**src/rtl/simd_sat_addsub.sv**
```systemverilog
module simd_sat_addsub #(
  parameter int LANE_W = 16,
  parameter int LANES  = 4,
  localparam int DW    = LANE_W * LANES
) (
  input  logic          clk_i,
  input  logic          rst_i,
  input  logic          vld_i,
  input  logic          sub_i,
  input  logic [1:0]    mode_i,
  input  logic [DW-1:0] a_i,
  input  logic [DW-1:0] b_i,
  output logic [DW-1:0] res_o,
  output logic          vld_o
);

  localparam logic [LANE_W-1:0] SMAX = {1'b0, {(LANE_W-1){1'b1}}};
  localparam logic [LANE_W-1:0] SMIN = {1'b1, {(LANE_W-1){1'b0}}};

  logic [DW-1:0] lane_res;

  for (genvar g = 0; g < LANES; g++) begin : g_lane
    logic [LANE_W-1:0] a, b, bx;
    logic [LANE_W:0]   sum;
    logic              s_ovf, u_ovf;
    assign a   = a_i[g*LANE_W +: LANE_W];
    assign b   = b_i[g*LANE_W +: LANE_W];
    assign bx  = sub_i ? ~b : b;
    assign sum = {1'b0, a} + {1'b0, bx} + {{LANE_W{1'b0}}, sub_i};
    assign s_ovf = (a[LANE_W-1] == bx[LANE_W-1]) && (sum[LANE_W-1] != a[LANE_W-1]);
    assign u_ovf = sum[LANE_W] ^ sub_i;

    always_comb begin
      lane_res[g*LANE_W +: LANE_W] = sum[LANE_W-1:0];
      if (mode_i == 2'b01 && s_ovf)
        lane_res[g*LANE_W +: LANE_W] = a[LANE_W-1] ? SMIN : SMAX;
      else if (mode_i == 2'b10 && u_ovf)
        lane_res[g*LANE_W +: LANE_W] = sub_i ? '0 : '1;
    end
  end

  always_ff @(posedge clk_i) begin
    if (rst_i) begin
      res_o <= '0;
      vld_o <= 1'b0;
    end else begin
      vld_o <= vld_i;
      if (vld_i) res_o <= lane_res;
    end
  end

endmodule


```
**config.mk**
```make
export PLATFORM = sky130hd
export DESIGN_NAME = simd_sat_addsub
export DESIGN_NICKNAME = d
export VERILOG_FILES = /design/src/rtl/simd_sat_addsub.sv
export SDC_FILE = /design/constraint.sdc
export NUM_CORES = 1
export LEC_CHECK = 0
export BUFFER_PORTS_ARGS = -buffer_cell sky130_fd_sc_hd__buf_4
export CORE_ASPECT_RATIO = 1.1
export CORE_MARGIN = 5
export CORE_UTILIZATION = 57
export CTS_CLUSTER_DIAMETER = 100
export DETAILED_ROUTE_END_ITERATION = 10
export PLACE_DENSITY = 0.87
export REMOVE_ABC_BUFFERS = 1
export SYNTH_ARGS = -nofsm -noshare
export SYNTH_HDL_FRONTEND = slang
export SYNTH_SLANG_ARGS = --single-unit
```
**constraint.sdc**
```tcl
create_clock -name clk_i -period 9.4 [get_ports clk_i]
set_input_delay 2.35 -clock clk_i [delete_from_list [all_inputs] [get_ports clk_i]]
set_output_delay 2.35 -clock clk_i [all_outputs]
set_load 0.01 [all_outputs]
```
# After elaboration in Yosys (flattened, before gate mapping)
# Index checks and enable logic that the tools add are counted.
# word_totals
reg_bits	65
input_bits	134
out_inout_bits	65
word_cells	57
# op_classes
n_addsub	8
n_eq_ne	10
mux	17
bitwise_logic	8
n_reduce_logical	12
# ops
operator	count
$mux 16	17
$add 16x16->17	4
$add 17x1->17	4
$not 16->16	4
$logic_and 1x1->1	12
$eq 1x1->1	4
$ne 1x1->1	4
$xor 1x1->1	4
$eq 2x1->1 const B	1
$eq 2x2->1 const B	1

# Depth between registers and ports, before layout
# Gate-level depths: netlist of the first run.
# depth
word_depth	8
depth_mapped	14
mapped_depth_nobuf	12

# Least setup slack after synthesis of the first run
# No wires, ideal clock.
# synth_timing
path_kind	input-to-reg
from	input port sub_i
to	register res_o[20]
setup_time_ns	0.125
arrival_time_ns	5.588
t_required_ns	9.275
slack_ns	3.687
path_stages	14
n_path_buf	3
path_cell_list	clkbuf_1 -> clkbuf_1 -> xor2_1 -> ha_1 -> a21o_1 -> or3_1 -> nor3_2 -> nor2_1 -> a221o_1 -> a221oi_2 -> o41ai_1 -> a21oi_1 -> buf_2 -> a211oi_1
# synth_via
elab_chain_len	7
word_cells_on_any_way	12
cone_classes	add/sub: 2; eq/ne: 2; mux: 4; bitwise: 1; reduce/logical: 3
# synth_lines
element	line_no	source
start, declared	9	input logic sub_i,
$mux 16	28	assign bx = sub_i ? ~b : b;
$add 16x16->17	29	assign sum = {1'b0, a} + {1'b0, bx} + {{LANE_W{1'b0}}, sub_i};
$add 17x1->17	29	
$xor 1x1->1 / $ne 1x1->1 (equally long branches)	31, 30	
$logic_and 1x1->1, on equally long branches	37, 30	
$mux 16 / $logic_and 1x1->1 (equally long branches)	37, 35	
$mux 16 (*)	35	if (mode_i == 2'b01 && s_ovf)
end signal, assigned	48	if (vld_i) res_o <= lane_res;
end, declared	13	output logic [DW-1:0] res_o,
# Mark *: on every way between the ends. The rest lies on a longest branch, timed or not.
# A chain may end at the register's enable or synchronous reset.

# Final worst setup path of the first run
# layout_timing
from	input port sub_i
to	register res_o[39]
# Same word-level chain as after synthesis.

==> results of run 1 <==
## metal layers
layer / GRT usage [%] / routed length, um / vias to the layer above
li1: - / - / 3266
met1: 31.0 / 7360 / 3045
met2: 46.7 / 9170 / 211
met3: 4.54 / 1090 / 35
met4: 8.67 / 433 / 0
met5: 0 / 0 / -
## stage by stage
| step | setup WS [ps] | util [%] |
|---|---|---|
| floorplan | 4230 | - |
| global placement | 2920 | 72.6 |
| detailed placement | 2780 | 72.6 |
| CTS | 3070 | 75.0 |
| global route | 2700 | 75.0 |
| finish | 3040 | 75.0 |
## cell type report
type                       count  area, sq um
timing repair buffer         199         1490
inverter                      12         45.0
clock buffer                  14          264
fill                         884         2740
tap                          147          184
multi-input combinational    680         4930
sequential                    65         1300
## worst max path at each step
stage	startpoint	endpoint	depth (start not counted)
6_report	sub_i	res_o[39]	13
4_1_cts	sub_i	res_o[39]	13
2_1_floorplan	sub_i	res_o[17]	11
3_3_place_gp	sub_i	res_o[46]	13
3_5_place_dp	sub_i	res_o[39]	13
5_1_grt	sub_i	res_o[39]	13
## sequential cells by signal, indices dropped and copies added (netlist names)
signal,count
res_o,64
vld_o,1
## layout by cell type (no fill, tap or decap), types with 4 or more instances in the layout
cell / Yosys / layout
a211o_1: 7 / 7
a211oi_1: 53 / 53
a21o_1: 41 / 41
a21oi_1: 50 / 50
a31o_2: 4 / 4
a31oi_1: 9 / 9
and3_1: 7 / 7
buf_4: 1 / 199
clkbuf_16: 0 / 9
dfxtp_1: 65 / 65
fa_1: 4 / 4
ha_1: 64 / 64
inv_1: 11 / 11
mux2i_1: 4 / 4
nand2_1: 48 / 48
nand2b_1: 16 / 16
nand3_1: 15 / 15
nand3b_1: 5 / 5
nor2_1: 93 / 93
nor2b_1: 12 / 12
nor3_1: 13 / 13
o211ai_1: 5 / 5
o21a_1: 8 / 8
o21ai_0: 30 / 30
o21bai_1: 6 / 6
o31a_1: 10 / 10
xnor2_1: 32 / 32
xor2_1: 79 / 79
## logic make-up (layout without fill, tap and decap cells)
family / Yosys count / in the layout / share of synthesized area (%)
AOI/OAI and AO/OA: 267 / 267 / 30.3
and+or+nand+nor: 229 / 229 / 17.0
xor gates and xnor gates: 111 / 111 / 15.2
adders and majority gates: 68 / 68 / 13.8
DFF: 65 / 65 / 20.3
buffers and inverters: 40 / 225 / 2.62
muxes: 5 / 5 / 0.802
## worst max-delay path, stage by stage
cell and delay, ps:
buf_4 560, buf_4 460, xor2_1 280, ha_1 300
nand3_1 90, nor2_1 40, o31ai_1 520, a211oi_2 180
a31oi_1 410, o41ai_1 220, a21oi_1 810, o31a_1 280
nor3_1 50
## power by group through the flow
stage / registers [uW] / clock network (uW) / logic (uW)
final: 331 / 313 / 593
after global routing: 334 / 324 / 656
after CTS: 331 / 312 / 591
after detailed placement: 336 / 0 / 586
after global placement: 335 / 0 / 577
after floorplan: 349 / 0 / 379
==> results.tsv, run 1 <==
stage	metric	value	unit
hold_path	hp-class	flip-flop to flip-flop	
clock_tree	clockBufferDepth	2	
synthesis	syn_area	6400	sq um
synthesis	yosysWarningCount	0	
critical_path	end_kind	flip-flop	
grt	grt_first_pass_wirelength	29.3	mm
pwr	max-vdd-ir-drop	0.0000689	V
clock_tree	ctsHoldBuffers	0	
finish	fin_cells	1117	
synthesis	synth_top_area_share	20.3	%
timing	setup_violations	0	
clock_tree	cts_setup_buffers	0	
timing	max_freq	157	MHz
synthesis	synth_edf_count	0	
clock_tree	cts-htree-levels	3	
hold_path	hold_depth	2	
critical_path	startpoint_type	primary input	
floorplanning	fp.dieH	121	um
timing	rsz0062_at_grt	no	
synthesis	ys_ff_latch	65	
pwr	clkPwrFrac	25.3	%
synthesis	synth.largest_area_cell	dfxtp_1	
grt	grt_usage	25.8	%
drt	wire_per_inst	16.2	um
placement	place_area	7950	sq um
clock_tree	clockRootBuffer	clkbuf_16	
timing	relSlewSlack	29.8	%
placement	io_buffers	198	
floorplanning	core	11000	sq um
synthesis	yosysSeqAreaShare	20.3	%
finish	fin_nets	1169	
critical_path	r2r_setup_slack	8460	ps
hold_path	hold_start	res_o[63]	
pwr	share_comb_of_total_power	47.9	%
synthesis	syn_inst	785	
grt	antenna_found_initial	0	
timing	finClkSkew	0	ps
run_status	status	complete, no violations	
synthesis	yosysMostFrequentCell	nor2_1	
critical_path	rr_endpoint	res_o[47]	
finish	fin_area	8220	sq um
floorplanning	start_util	58.4	%
drt	drt_iter0_drc	324	
drt	drt_first_pass_iters	5	
critical_path	r2r_start	res_o[47]	
finish	diodes	0	
grt	grt_max_degree	76	
drt	via_count	6557	
critical_path	path_class	primary input to flip-flop	
clock_tree	cts_sinks	65	
pwr	power.internal	784	uW
finish	synthToLayoutAreaGrowth	28.4	%
critical_path	critPathArrivalTime	6560	ps
run	maxCapViolCount	0	
drt	drc_errors	0	
timing	tns	0	ps
floorplanning	die_w	111	um
clock_tree	cts_tree	yes	
floorplanning	num_io_pins	199	
timing	drv_slew	0	
critical_path	path_max_fanout	46	
timing	tightest_slew	1050	ps
pwr	total_power	1240	uW
placement	dp_cells	1103	
drt	routed_wl	18.1	mm
grt	grt_pass1_vias	6276	
timing	whs	473	ps
synthesis	netlist_top_cells_count	93 x nor2_1, 79 x xor2_1, 65 x dfxtp_1, 64 x ha_1, 53 x a211oi_1	
clock_tree	insertion_delay	330	ps
synthesis	async_reset_ff_share	0	%
clock_tree	cts_made_buffers	9	
timing	period_minus_slack	6360	ps
grt	grt-ovfl-total	0	
clock_tree	clkTransAtPathRegs	50	ps
critical_path	crit_required	9600	ps
timing	post-route-period-util	67.7	%
drt	via_per_inst	5.87	
pwr	power_switching	454	uW
floorplanning	fp-row-count	40	
hold_path	whs_endpoint	res_o[63]	
synthesis	postSynthAreaPerCell	8.15	sq um
pwr	sw_frac_of_total	36.7	%
placement	hpwl	13.8	mm
pwr	p_per_area	151	nW/um^2
synthesis	yosys-top-cells-area	dfxtp_1 20%, ha_1 13%, xor2_1 11%	
clock_tree	cts-resized-gates	0	
floorplanning	dieArea	13400	sq um
timing	hold_violations	0	
critical_path	rr_worst_depth	3	
synthesis	synth_flop_cell	dfxtp_1	
finish	drive_gt1_share	24.2	%
placement	gp_congestion	0.875	
synthesis	ys_types	74	
drt	ant_nets	0	
pwr	p_leak	0.00394	uW
pwr	seqPwrFrac	26.7	%
Power figures use the tool's default switching activity.
==> run 2: changes to the inputs <==
--- a/config.mk
+++ b/config.mk
@@ -8,10 +8,10 @@
 export BUFFER_PORTS_ARGS = -buffer_cell sky130_fd_sc_hd__buf_4
 export CORE_ASPECT_RATIO = 1.1
 export CORE_MARGIN = 5
-export CORE_UTILIZATION = 57
+export CORE_UTILIZATION = 48
 export CTS_CLUSTER_DIAMETER = 100
 export DETAILED_ROUTE_END_ITERATION = 10
-export PLACE_DENSITY = 0.87
+export PLACE_DENSITY = 0.78
 export REMOVE_ABC_BUFFERS = 1
 export SYNTH_ARGS = -nofsm -noshare
 export SYNTH_HDL_FRONTEND = slang
==> constraint.sdc (replaced) <==
create_clock -name clk_i -period 5.1 [get_ports clk_i]
set_input_delay 1.275 -clock clk_i [delete_from_list [all_inputs] [get_ports clk_i]]
set_output_delay 1.275 -clock clk_i [all_outputs]
set_load 0.01 [all_outputs]
==> results.tsv, run 2 (synthesized netlist as in run 1, its figures left out) <==
stage	metric	value	unit
floorplanning	start_util	48.6	%
clock_tree	cts_tree	yes	
grt	met2_usage	39.3	%
critical_path	cpPeakStageDelay	530	ps
grt	busiest_layer	met2	
floorplanning	core	13200	sq um
critical_path	critPathBufInv	1	
timing	relSlewSlack	46.1	%
drt	drt_iter0_drc	341	
run_status	status	complete, no violations	
critical_path	path_class	primary input to flip-flop	
finish	mostFrequentLayoutCells	208 x buf_4, 93 x nor2_1, 79 x xor2_1	
pwr	p_leak	0.00399	uW
clock_tree	insertion_delay	330	ps
timing	setup_violations	0	
drt	ant_nets	0	
pwr	max-vdd-ir-drop	0.000158	V
grt	grt_pass1_vias	6161	
clock_tree	cts-resized-gates	0	
grt	grt-ovfl-total	0	
clock_tree	cts_setup_buffers	0	
clock_tree	clkTransAtPathRegs	50	ps
clock_tree	cts_made_buffers	9	
clock_tree	cts_sinks	65	
critical_path	cpMostUsedCell	a211oi_1	
critical_path	startpoint_type	primary input	
finish	fin_area	8320	sq um
finish	reg_top3	res_o x64, vld_o x1	
pwr	p_per_area	275	nW/um^2
finish	final_common_cell	buf_4	
drt	drc_errors	0	
finish	drive_gt1_share	25.0	%
placement	dp_cells	1127	
grt	gr-usage-met1	29.8	%
timing	hold_violations	0	
grt	met3_usage	3.35	%
timing	rsz0062_at_grt	no	
clock_tree	cts-htree-levels	3	
drt	routed_wl	18.4	mm
drt	via_per_inst	5.62	
timing	drv_slew	0	
hold_path	hp-class	flip-flop to flip-flop	
timing	finClkSkew	0	ps
placement	place_area	8060	sq um
timing	max_freq	228	MHz
critical_path	crit_required	5350	ps
critical_path	cp_cell_sequence	buf_4 -> xor2_1 -> fa_1 -> a211oi_1 -> o21bai_1 -> a211oi_1 -> o21ai_1 -> o2111ai_1 -> a21oi_1 -> nor3b_2 -> nor2_1 -> a211oi_1	
clock_tree	clockBufferDepth	2	
finish	fin_nets	1179	
critical_path	critPathArrivalTime	4640	ps
pwr	total_power	2290	uW
floorplanning	fp.dieH	131	um
timing	period_minus_slack	4390	ps
finish	fin_cells	1141	
clock_tree	ctsHoldBuffers	0	
floorplanning	die_w	120	um
finish	largest_register_ffs	64	
finish	synthToLayoutAreaGrowth	30.1	%
floorplanning	fp-row-count	44	
critical_path	critPathSlowestCell	nor3b_2	
timing	tightest_slew	807	ps
critical_path	end_kind	flip-flop	
finish	largest_register	res_o	
floorplanning	num_io_pins	199	
placement	gp_congestion	0.882	
critical_path	path_max_fanout	30	
run	maxCapViolCount	0	
clock_tree	clockRootBuffer	clkbuf_16	
grt	grt_usage	22.8	%
placement	hpwl	14.2	mm
placement	io_buffers	198	
grt	grt_first_pass_wirelength	29.6	mm
grt	antenna_found_initial	0	
drt	wire_per_inst	16.1	um
drt	drt_first_pass_iters	4	
drt	via_count	6415	
timing	post-route-period-util	86.1	%
floorplanning	dieArea	15700	sq um
grt	grt_max_degree	76	
critical_path	cp_top_family	compound AO/OA/AOI/OAI gates	
timing	tns	0	ps
finish	diodes	0	
run 2: worst min-delay path, delay by kind of cell, from the launching register on:
kind	cells	cell delay, ps
DFF	1	300
buffers and inverters	1	50
AOI/OAI and AO/OA	1	70
run 2: cell type report:
| class | instances | area (sq um) |
|---|---|---|
| well taps | 161 | 201 |
| inverters | 12 | 45.0 |
| multi-input cells | 680 | 4930 |
| flip-flops and latches | 65 | 1300 |
| repair buffers | 209 | 1580 |
| fillers | 1214 | 4840 |
| clock buffers | 14 | 264 |
run 2: per-stage QoR:
stage,util [%],setup slack [ps],hold slack (ps)
3_3_place_gp,61.2,444,462
6_report,63.2,707,472
2_1_floorplan,-,1000,494
5_1_grt,63.2,385,497
3_5_place_dp,61.2,388,471
4_1_cts,63.2,730,478
run 2: final timing paths:
| check | from | slack, ps | end | depth (start not counted) |
|---|---|---|---|---|
| hold reg to reg | res_o[63] | 470 | res_o[63] | 2 |
| setup reg to reg | res_o[31] | 4140 | res_o[31] | 3 |
| setup / recovery | sub_i | 710 | res_o[37] | 12 |
| hold / removal | res_o[63] | 470 | res_o[63] | 2 |
run 2: where the power goes:
group	internal (uW)	switching (uW)	total, uW	leakage (uW)
sequential	573	38.8	612	0.000540
clock	351	221	572	0.000129
combinational	529	573	1100	0.00332
total	1450	833	2290	0.00399
run 2: per-layer routing:
layer / vias to the layer above / wire (um)
met1: 2935 / 8130
met2: 180 / 8910
met4: 0 / 325
met5: - / 0
met3: 25 / 1050
li1: 3275 / -
==> run 3: changes to the inputs <==
--- a/config.mk
+++ b/config.mk
@@ -5,14 +5,14 @@
 export SDC_FILE = /design/constraint.sdc
 export NUM_CORES = 1
 export LEC_CHECK = 0
+export ABC_AREA = 1
 export BUFFER_PORTS_ARGS = -buffer_cell sky130_fd_sc_hd__buf_4
 export CORE_ASPECT_RATIO = 1.1
 export CORE_MARGIN = 5
-export CORE_UTILIZATION = 48
+export CORE_UTILIZATION = 50
 export CTS_CLUSTER_DIAMETER = 100
 export DETAILED_ROUTE_END_ITERATION = 10
 export PLACE_DENSITY = 0.78
-export REMOVE_ABC_BUFFERS = 1
 export SYNTH_ARGS = -nofsm -noshare
 export SYNTH_HDL_FRONTEND = slang
 export SYNTH_SLANG_ARGS = --single-unit
==> results.tsv, run 3 <==
stage	metric	value	unit
synthesis	yosys-top-cells-area	nand2_1 24%, dfxtp_1 17%, xor2_1 11%	
grt	grt_max_degree	62	
timing	period_minus_slack	3750	ps
pwr	total_power	2460	uW
finish	mostFrequentLayoutCells	476 x nand2_1, 199 x buf_4, 117 x inv_1	
clock_tree	clockBufferDepth	2	
grt	grt_pass1_vias	7595	
critical_path	crit_required	5360	ps
critical_path	path_max_fanout	38	
drt	ant_nets	0	
floorplanning	num_io_pins	199	
timing	post-route-period-util	73.4	%
finish	fin_nets	1616	
placement	gp_congestion	0.890	
critical_path	path_class	primary input to flip-flop	
timing	finClkSkew	0	ps
run	maxCapViolCount	0	
timing	tns	0	ps
timing	max_freq	267	MHz
critical_path	startpoint_type	primary input	
hold_path	hold_depth	2	
synthesis	syn_area	7540	sq um
finish	fin_area	9370	sq um
clock_tree	cts_sinks	65	
finish	drive_gt1_share	20.2	%
pwr	max-vdd-ir-drop	0.000142	V
timing	hold_violations	0	
finish	regArea	1300	sq um
hold_path	hp-class	flip-flop to flip-flop	
synthesis	netlist_top_cells_count	476 x nand2_1, 117 x inv_1, 104 x a21oi_1, 94 x xor2_1, 68 x o21ai_0	
grt	antenna_found_initial	1	
clock_tree	clockRootBuffer	clkbuf_16	
clock_tree	cts-resized-gates	0	
clock_tree	ctsHoldBuffers	0	
synthesis	yosysWarningCount	0	
synthesis	syn_inst	1241	
placement	dp_cells	1599	
synthesis	synth_top_area_share	23.7	%
synthesis	async_reset_ff_share	0	%
placement	io_buffers	198	
timing	rsz0062_at_grt	no	
drt	via_count	8014	
finish	final_common_cell	nand2_1	
run_status	status	complete, no violations	
finish	synthToLayoutAreaGrowth	24.2	%
drt	via_per_inst	4.96	
clock_tree	cts-htree-levels	3	
floorplanning	start_util	50.5	%
pwr	p_leak	0.00541	uW
drt	routed_wl	20.5	mm
pwr	p_per_area	263	nW/um^2
drt	wire_per_inst	12.7	um
floorplanning	fp.dieH	139	um
synthesis	synth_edf_count	0	
synthesis	yosysSeqAreaShare	17.3	%
drt	drt_iter0_drc	329	
critical_path	end_kind	flip-flop	
finish	multiInputGateArea	5510	sq um
clock_tree	cts_made_buffers	9	
drt	drc_errors	0	
placement	hpwl	16.6	mm
finish	largest_register	res_o	
synthesis	synth.largest_area_cell	nand2_1	
synthesis	ys_ff_latch	65	
synthesis	synth_flop_cell	dfxtp_1	
clock_tree	insertion_delay	330	ps
clock_tree	clkTransAtPathRegs	50	ps
floorplanning	fp-row-count	47	
finish	reg_top3	res_o x64, vld_o x1	
finish	fillCellCount	1496	
critical_path	critPathArrivalTime	4000	ps
grt	grt_first_pass_wirelength	34.1	mm
critical_path	rr_worst_depth	2	
drt	drt_first_pass_iters	6	
finish	fin_cells	1615	
floorplanning	die_w	127	um
synthesis	yosysMostFrequentCell	nand2_1	
placement	place_area	9060	sq um
clock_tree	cts_tree	yes	
timing	whs	469	ps
finish	largest_register_ffs	64	
finish	diodes	0	
grt	grt-ovfl-total	0	
synthesis	ys_types	34	
synthesis	syn_nets	1443	
grt	grt_usage	22.6	%
timing	tightest_slew	720	ps
timing	relSlewSlack	52.0	%
floorplanning	dieArea	17600	sq um
floorplanning	core	14900	sq um
timing	setup_violations	0	
clock_tree	cts_setup_buffers	0	
synthesis	postSynthAreaPerCell	6.08	sq um
timing	drv_slew	0	
==> run 3: cell count changes after synthesis, moves of 15 or more <==
| cell | previous run | this run |
|---|---|---|
| nand2_1 | 48 | 476 |
| inv_1 | 11 | 117 |
| a21oi_1 | 50 | 104 |
| a211oi_1 | 53 | 0 |
| a21o_1 | 41 | 1 |
| o21ai_0 | 30 | 68 |
| xnor2_1 | 32 | 0 |
| nand3_1 | 15 | 46 |
| nand2_2 | 0 | 30 |
| nor2_1 | 93 | 63 |
| nand2b_1 | 16 | 0 |
| xor2_1 | 79 | 94 |
==> run 3: cell families (layout without fill, tap and decap cells) <==
| kind of cell | count (synthesis) | count (layout) | share of synthesized area (%) |
|---|---|---|---|
| AND/OR/NAND/NOR | 653 | 653 | 36.5 |
| XOR/XNOR | 94 | 94 | 10.9 |
| AO/OA/AOI/OAI | 192 | 192 | 14.0 |
| flip-flops | 65 | 65 | 17.3 |
| buffers and inverters | 169 | 347 | 9.69 |
| adder cells (fa/ha/maj) | 68 | 68 | 11.7 |
==> run 3: path summary, 6_finish.rpt <==
path	from	slack, ps	end
worst max-delay path	sub_i	1350	res_o[47]
worst min-delay path	res_o[15]	470	res_o[15]
worst max register to register	res_o[46]	4400	res_o[46]
worst min register to register	res_o[15]	470	res_o[15]
==> run 3: layout make-up <==
cell class | count | share of cell area [%]
timing repair buffer | 200 | 16.2
tap | 196 | 2.62
sequential | 65 | 13.9
clock buffer | 9 | 2.40
inverter | 131 | 5.28
multi-input combinational | 1007 | 58.8
clock inverter | 7 | 0.841
==> run 3: power breakdown <==
group          switching, uW  internal, uW
clock                    237           381
sequential              35.6           569
combinational            737           502
total                   1010          1450
==> run 3: per-stage QoR <==
stage / setup WS (ps) / utilization (%)
floorplan: 1580 / -
global placement: 1020 / 60.7
CTS: 1300 / 62.7
finish: 1350 / 62.7
global route: 1090 / 62.7
detailed placement: 975 / 60.7
==> run 3: critical path, cell delays in order <==
cell and delay (ps):
buf_4 470, buf_12 300, xor2_1 230, ha_1 320
nand2_1 80, nand2_1 70, nand2_1 60, nand2_1 60
a21oi_1 300, nand2_2 140, a21oi_4 430, nand2_1 100
a21oi_1 130
==> run 3: metal layers <==
layer / vias up / routed length, um / GRT usage, %
li1: 4275 / - / -
met4: 2 / 313 / 4.69
met1: 3531 / 9350 / 29.3
met5: - / 15 / 0
met2: 184 / 9700 / 39.4
met3: 22 / 1100 / 3.89
